### src/rtl/can_phy_pkg.sv
package can_phy_pkg;
  typedef enum logic {
    MODE_STBY = 1'b0,
    MODE_NORM = 1'b1
  } phy_mode_e;
endpackage

### src/rtl/cdc_sync.sv
module cdc_sync #(
  parameter int unsigned W = 1,
  parameter logic [W-1:0] RST_VAL = '0
) (
  input  logic         clk_i,
  input  logic         rst_ni,
  input  logic [W-1:0] d_i,
  output logic [W-1:0] q_o
);
  logic [W-1:0] meta_q, sync_q;

  always_ff @(posedge clk_i or negedge rst_ni) begin
    if (!rst_ni) begin
      meta_q <= RST_VAL;
      sync_q <= RST_VAL;
    end else begin
      meta_q <= d_i;
      sync_q <= meta_q;
    end
  end

  assign q_o = sync_q;
endmodule

### src/rtl/txd_timeout.sv
module txd_timeout #(
  parameter int unsigned TO_CYCLES = 4096
) (
  input  logic clk_i,
  input  logic rst_ni,
  input  logic normal_i,
  input  logic txd_s_i,
  output logic lock_o
);
  localparam int unsigned CW = $clog2(TO_CYCLES + 1);
  localparam logic [CW-1:0] LAST = CW'(TO_CYCLES - 1);

  logic          prev_q, armed_q, lock_q;
  logic [CW-1:0] cnt_q;
  logic          fall, rise;

  // prev_q held high outside normal mode: a low line at mode entry acts as a fall
  assign fall = prev_q & ~txd_s_i;
  assign rise = ~prev_q & txd_s_i;

  always_ff @(posedge clk_i or negedge rst_ni) begin
    if (!rst_ni) begin
      prev_q  <= 1'b1;
      armed_q <= 1'b0;
      lock_q  <= 1'b0;
      cnt_q   <= '0;
    end else if (!normal_i) begin
      prev_q  <= 1'b1;
      armed_q <= 1'b0;
      lock_q  <= 1'b0;
      cnt_q   <= '0;
    end else begin
      prev_q <= txd_s_i;
      if (rise) begin
        armed_q <= 1'b0;
        lock_q  <= 1'b0;
        cnt_q   <= '0;
      end else if (fall) begin
        armed_q <= 1'b1;
        cnt_q   <= CW'(1);
      end else if (armed_q && !lock_q) begin
        if (cnt_q == LAST) lock_q <= 1'b1;
        else               cnt_q  <= cnt_q + 1'b1;
      end
    end
  end

  assign lock_o = lock_q;

  assert_cnt_bound_R6: assert property (@(posedge clk_i) disable iff (!rst_ni)
    cnt_q <= LAST);

  assert_lock_on_low_R6: assert property (@(posedge clk_i) disable iff (!rst_ni)
    $rose(lock_q) |-> !$past(txd_s_i));

  assert_lock_release_R7: assert property (@(posedge clk_i) disable iff (!rst_ni)
    $fell(lock_q) |-> ($past(txd_s_i) || !$past(normal_i)));
endmodule

### src/rtl/stby_rx_filter.sv
module stby_rx_filter #(
  parameter int unsigned FILT_CYCLES = 1250
) (
  input  logic clk_i,
  input  logic rst_ni,
  input  logic normal_i,
  input  logic bus_s_i,
  output logic rxd_o
);
  localparam int unsigned CW = $clog2(FILT_CYCLES + 1);
  localparam logic [CW-1:0] LAST = CW'(FILT_CYCLES - 1);

  logic [CW-1:0] fcnt_q;
  logic          rxd_q;

  always_ff @(posedge clk_i or negedge rst_ni) begin
    if (!rst_ni) begin
      fcnt_q <= '0;
      rxd_q  <= 1'b1;
    end else begin
      if (normal_i || !bus_s_i) fcnt_q <= '0;
      else if (fcnt_q != LAST)  fcnt_q <= fcnt_q + 1'b1;
      rxd_q <= normal_i ? ~bus_s_i : ~(bus_s_i && fcnt_q == LAST);
    end
  end

  assign rxd_o = rxd_q;

  assert_fcnt_bound_R5: assert property (@(posedge clk_i) disable iff (!rst_ni)
    fcnt_q <= LAST);

  assert_stby_low_needs_dom_R5: assert property (@(posedge clk_i) disable iff (!rst_ni)
    ($past(!normal_i) && !rxd_q) |-> $past(bus_s_i));
endmodule

### src/rtl/can_phy_ctrl.sv
module can_phy_ctrl
  import can_phy_pkg::*;
#(
  parameter int unsigned TO_CYCLES   = 4096,
  parameter int unsigned FILT_CYCLES = 1250
) (
  input  logic clk_i,
  input  logic rst_ni,
  input  logic txd_i,
  input  logic stby_i,
  input  logic bus_dom_i,
  input  logic ot_i,
  output logic drv_dom_o,
  output logic rxd_o
);
  logic [2:0] raw, sync;
  logic       txd_s, stby_s, bus_s, lock;
  phy_mode_e  mode;

  assign raw = {txd_i, stby_i, bus_dom_i};

  cdc_sync #(.W(3), .RST_VAL(3'b110)) i_sync (
    .clk_i (clk_i),
    .rst_ni(rst_ni),
    .d_i   (raw),
    .q_o   (sync)
  );

  assign {txd_s, stby_s, bus_s} = sync;
  assign mode = stby_s ? MODE_STBY : MODE_NORM;

  txd_timeout #(.TO_CYCLES(TO_CYCLES)) i_timeout (
    .clk_i   (clk_i),
    .rst_ni  (rst_ni),
    .normal_i(mode == MODE_NORM),
    .txd_s_i (txd_s),
    .lock_o  (lock)
  );

  stby_rx_filter #(.FILT_CYCLES(FILT_CYCLES)) i_filter (
    .clk_i   (clk_i),
    .rst_ni  (rst_ni),
    .normal_i(mode == MODE_NORM),
    .bus_s_i (bus_s),
    .rxd_o   (rxd_o)
  );

  // overtemperature acts without a clock so the driver drops at once
  assign drv_dom_o = (mode == MODE_NORM) & ~txd_s & ~lock & ~ot_i;

  assert_stby_no_drive_R3: assert property (@(posedge clk_i) disable iff (!rst_ni)
    drv_dom_o |-> !$past(stby_i, 2));

  assert_lock_blocks_drive_R7: assert property (@(posedge clk_i) disable iff (!rst_ni)
    lock |-> !drv_dom_o);
endmodule

### config.mk
export PLATFORM = sky130hd
export DESIGN_NAME = can_phy_ctrl
export DESIGN_NICKNAME = d
export VERILOG_FILES = /design/src/rtl/can_phy_pkg.sv /design/src/rtl/cdc_sync.sv /design/src/rtl/txd_timeout.sv /design/src/rtl/stby_rx_filter.sv /design/src/rtl/can_phy_ctrl.sv
export SDC_FILE = /design/constraint.sdc
export NUM_CORES = 1
export LEC_CHECK = 0
export ABC_AREA = 1
export BUFFER_PORTS_ARGS = -buffer_cell sky130_fd_sc_hd__clkbuf_2
export CAP_MARGIN = 20
export CORE_MARGIN = 1.5
export CORE_UTILIZATION = 40
export CTS_CLUSTER_SIZE = 12
export DETAILED_ROUTE_END_ITERATION = 10
export SYNTH_ARGS = -nofsm -noshare
export SYNTH_HDL_FRONTEND = slang
export SYNTH_SLANG_ARGS = --single-unit
### constraint.sdc
create_clock -name clk_i -period 2.4 [get_ports clk_i]
set_input_delay 0.24 -clock clk_i [delete_from_list [all_inputs] [get_ports clk_i]]
set_output_delay 0.24 -clock clk_i [all_outputs]
set_load 0.01 [all_outputs]
* Word level (Yosys, flattened, before mapping) *
Cells that the tools add are included.

cells by class
  muxes and demuxes = 18
  reductions and logical operators = 12
  $add $sub $neg = 2
  bitwise logic cells = 11
  eq/ne operators = 5

operator list
  operator                                                count
  two-way mux 13 bit                                      5
  two-way mux 11 bit                                      2
  adder 13 x 1 -> 13 bit (second input constant)          1
  == test 13 x 12 -> 1 bit (second input constant)        1
  adder 11 x 1 -> 11 bit (second input constant)          1
  == test 11 bit (second input constant)                  1
  two-way mux 1 bit                                       11
  inequality test 11 bit (second input constant)          1
  nonzero test 3 bit                                      3
  NOT 1 bit                                               6
  AND 1 bit                                               5
  inequality test 4 x 2 -> 1 bit (second input constant)  1
  nonzero test 4 bit                                      1
  inequality test 3 bit (second input constant)           1
  AND reduction 3 bit                                     1
  logical AND 1 bit                                       2
  zero test 1 bit                                         2
  AND reduction 2 bit                                     1
  nonzero test 2 bit                                      1
  logical OR 1 bit                                        1

word-level totals
  logic and storage cells = 56
  flip-flop bits (word level) = 34
  bits of input ports = 6

* Longest topological paths before layout *
  depth after elaboration = 6
  depth in mapped cells = 10
  depth with buffers taken out = 10

* By module *
From an unflattened synthesis, not the netlist that was laid out.

second synthesis, totals
  cells, all modules = 239
  area, all modules = 1871.8 µm²

by module, submodules not included
  module          cells each  area each (µm²)  times used  seq. area each (µm²)
  txd_timeout     130         972.2            1           401.6
  stby_rx_filter  96          713.2            1           301.5
  cdc_sync        6           155.1            1           155.1
  can_phy_ctrl    7           31.3             1           0.0

* Worst setup path before layout *
OpenSTA, ideal clock, no wires.

  path type = reg2reg
  start point = register i_timeout.cnt_q[1]
  end point = register i_timeout.cnt_q[7]
  arrival = 1.402 ns
  period minus slack after synthesis = 1.521 ns
  cell stages (with the launch flop) = 10
  slack = 0.879 ns
  path buffers = 1
  cell sequence = dfrtp_1 -> ha_1 -> inv_2 -> nor2_4 -> nand4_4 -> nand2_4 -> nand2_4 -> buf_6 -> nand3_1 -> o21ai_2

on the way
  cells in the longest elaborated chain, start to end = 6
  elaborated cells on any way between the ends = 9
  classes of those cells = 1 x add/sub; 2 x eq/ne; 5 x mux; 1 x reduce/logical

RTL lines
  item                      RTL line           text
  start: declaration        txd_timeout.sv:14  logic [CW-1:0] cnt_q;
  start signal: assignment  txd_timeout.sv:43  else cnt_q <= cnt_q + 1'b1;
  adder 13 x 1 -> 13 bit    txd_timeout.sv:43
  two-way mux 13 bit        txd_timeout.sv:42  if (cnt_q == LAST) lock_q <= 1'b1;
  two-way mux 13 bit        txd_timeout.sv:41  end else if (armed_q && !lock_q) begin
  two-way mux 13 bit        txd_timeout.sv:38  end else if (fall) begin
  two-way mux 13 bit        txd_timeout.sv:34  if (rise) begin
  two-way mux 13 bit        txd_timeout.sv:27  end else if (!normal_i) begin

Several ways; a longest one is shown, not always the timed one. The select of a mux whose other input is x is not followed.
A chain may end at the register's enable or synchronous reset.

* Worst setup path in the final report *
  start point = register i_sync.sync_q[1], in the netlist i_sync.q_o[1]
  end point = output port drv_dom_o

on the way
  cells in the longest elaborated chain, start to end = 4

RTL lines
  item                      RTL line            text
  start: declaration        cdc_sync.sv:10      logic [W-1:0] meta_q, sync_q;
  start signal: assignment  cdc_sync.sv:18      sync_q <= meta_q;
  two-way mux 1 bit         can_phy_ctrl.sv:30  assign mode = stby_s ? MODE_STBY : MODE_NORM;
  AND 1 bit (3 in a row)    can_phy_ctrl.sv:49  assign drv_dom_o = (mode == MODE_NORM) & ~txd_s & ~lock & ~ot_i;
  end: declaration          can_phy_ctrl.sv:13  output logic drv_dom_o,

No other way between the ends.

==> results.cfg <==
[synth]
yosys-top-cells-count = nand2_1 (48), nand3_1 (35), inv_1 (33)
synth_top_area_share = 0.3670
synth_area_leaders = dfrtp_1 (37%), nand2_1 (9.4%), nand3_1 (9.2%)
synthFlopType = dfrtp_1
ys_seq_area_frac = 0.4495
synth_enable_flop_cells = 0
async_flop_share = 1.000
syn_nets = 254
synth_top_area_cell = dfrtp_1
syn_area_mm2 = 0.001909
synth_most_common_cell = nand2_1
ys_warn_count = 0
synth_cell_types = 26
syn_avg_cell_area_um2 = 7.857
syn_inst = 243
synth_seq_cells = 34

[status]
status = completed

[drt]
ant_nets = 0
viasPerCell = 4.915
drt_drc_violations_left = 0
num_vias = 1499
wl_per_cell_um = 11.93
drtIter0Drc = 70
routed_wl_um = 3639
dr.pass1.iters = 4

[cts]
htree_levels = 2
cts_buffer_depth = 2
cts_setup_buffers = 0
tritoncts = built
cts-root-buf = clkbuf_8
cts_resized = 0
holdBufCountCts = 0
numCtsBuffers = 5
path_clk_slew_ns = 0.08
insertion_delay_ns = 0.29
clock-sinks = 34

[sta]
rsz0062_at_grt = no
drv_slew = 0
fin_crit_ns = 1.815
fin_setup_tns_ns = 0
finalHoldViolations = 0
slew-limit-headroom = 0.4497
period_share = 0.7563
tightest_slew_ns = 0.8254
fmax_ghz = 0.5509
setup_viol = 0
skew_ns = 0.01419
setup_ws_ns = 0.5848

[global_routing]
antenna_found_initial = 0
gr-total-overflow = 0
grt_pass1_vias = 1403
grt_pass1_wl_um = 6499
grt_max_degree = 35
grt_use_total = 0.1590

[final_layout]
drive_above_1_share = 0.1581
syn2layout_area_growth_pct = 8.191
fillers = 428
seqCellArea_um2 = 858.3
antenna_cells = 0
multi_input_area_um2 = 880.8
final_nets = 263

[critical_path]
setup.worst_path.start_class = flip-flop
reg2reg_depth = 8
endpoint_kind = output port
cp_max_fo = 9
crit_path_start = i_sync.q_o[1]
path_class = flip-flop to output port
required_ns = 2.16
r2r_start = i_timeout.cnt_q[1]
arrival_ns = 1.58

[floorplanning]
num_rows = 24
fp.dieH_um = 72.09
die_w_um = 72.09
die_area_mm2 = 0.005197
pin_count = 8
core_area_mm2 = 0.004474
initial_utilization = 0.4267

[place]
numPortBuffers = 7
place_ws_ns = 0.6634
place_congestion = 0.8550
dpl.hpwl_um = 2615

[worst_hold_path]
hold_class = input pin to asynchronous set/reset pin

[power]
total_power_uw = 1130
powerDensity_mw_per_mm2 = 547.2
p_leak_uw = 0.0009507
peakVddDrop_uv = 420.8

[run]
cap_violations = 0
[cells by family (layout without fill, tap and decap cells)]
logic type | after synthesis | count (layout) | synth area share
AOI/OAI and AO/OA | 29 | 29 | 0.09699
DFF | 34 | 34 | 0.4495
and+or+nand+nor | 134 | 134 | 0.3316
buffers and inverters | 41 | 51 | 0.08912
adders and majority gates | 5 | 5 | 0.03277
[flip-flops by register name, indices dropped and copies added (netlist names)]
name	cells
i_filter.rxd_o	1
i_timeout.armed_q	1
i_sync.q_o	3
i_sync.meta_q	3
i_filter.fcnt_q	11
i_timeout.lock_o	1
i_timeout.cnt_q	13
i_timeout.prev_q	1
[power breakdown]
part | total, uW | switching [uW] | internal, uW | leakage (uW)
registers | 607 | 14.5 | 592 | 0.000445
clock network | 434 | 203 | 231 | 0.0000482
logic | 89.3 | 65.7 | 23.7 | 0.000457
total | 1130 | 283 | 847 | 0.000951
[through the flow]
stage	instances	area [um^2]	hold slack [ns]	utilization
after global routing	305	2066	0.02816	0.4617
after CTS	305	2066	0.02971	0.4617
final	305	2066	0.03707	0.4617
after global placement	297	1974	0.3286	0.4413
after detailed placement	297	1974	0.3293	0.4413
after floorplan	243	1909	-0.05559	-
[path summary, 6_finish.rpt]
| kind | end | slack, ns |
|---|---|---|
| setup / recovery | drv_dom_o | 0.58 |
| hold / removal | i_timeout.cnt_q[9] | 0.04 |
| setup reg to reg | i_timeout.cnt_q[12] | 0.66 |
| hold reg to reg | i_sync.q_o[0] | 0.35 |
| max in group asynchronous | i_filter.fcnt_q[7] | 1.83 |
| min in group clk_i | i_sync.meta_q[1] | 0.04 |
[final cells by class]
type / count / area share
Inverter: 36 / 0.06542
Sequential cell: 34 / 0.4155
Tap cell: 52 / 0.03150
Clock buffer: 7 / 0.04179
Clock inverter: 1 / 0.002423
Multi-Input combinational cell: 168 / 0.4264
Timing Repair Buffer: 7 / 0.01696
[critical path, stage by stage, from the launching register on]
cell	delay, ns
dfstp_2	0.64
clkinv_1	0.30
nand2_1	0.18
nor3_1	0.06
clkbuf_2	0.12
[placed cells by master, fill, tap and decap left out, drive strengths merged, types with 5 or more instances in the layout]
| cell | count |
|---|---|
| o21ai | 17 |
| nand4 | 6 |
| dfstp | 6 |
| nor3 | 5 |
| clkbuf | 14 |
| inv | 34 |
| nand2 | 51 |
| a21oi | 10 |
| ha | 5 |
| nor2 | 36 |
| dfrtp | 28 |
| nand3 | 35 |
[per-layer routing]
metal / wire length, um / part of all wire / track usage / vias to the layer above
li1: - / - / - / 801
met1: 1942 / 0.53 / 0.2305 / 676
met2: 1552 / 0.43 / 0.2387 / 18
met3: 104 / 0.029 / 0.03889 / 4
met4: 40 / 0.011 / 0.04403 / 0
met5: 0 / 0 / 0 / -
Note: power is estimated with default switching activity, not from simulation.
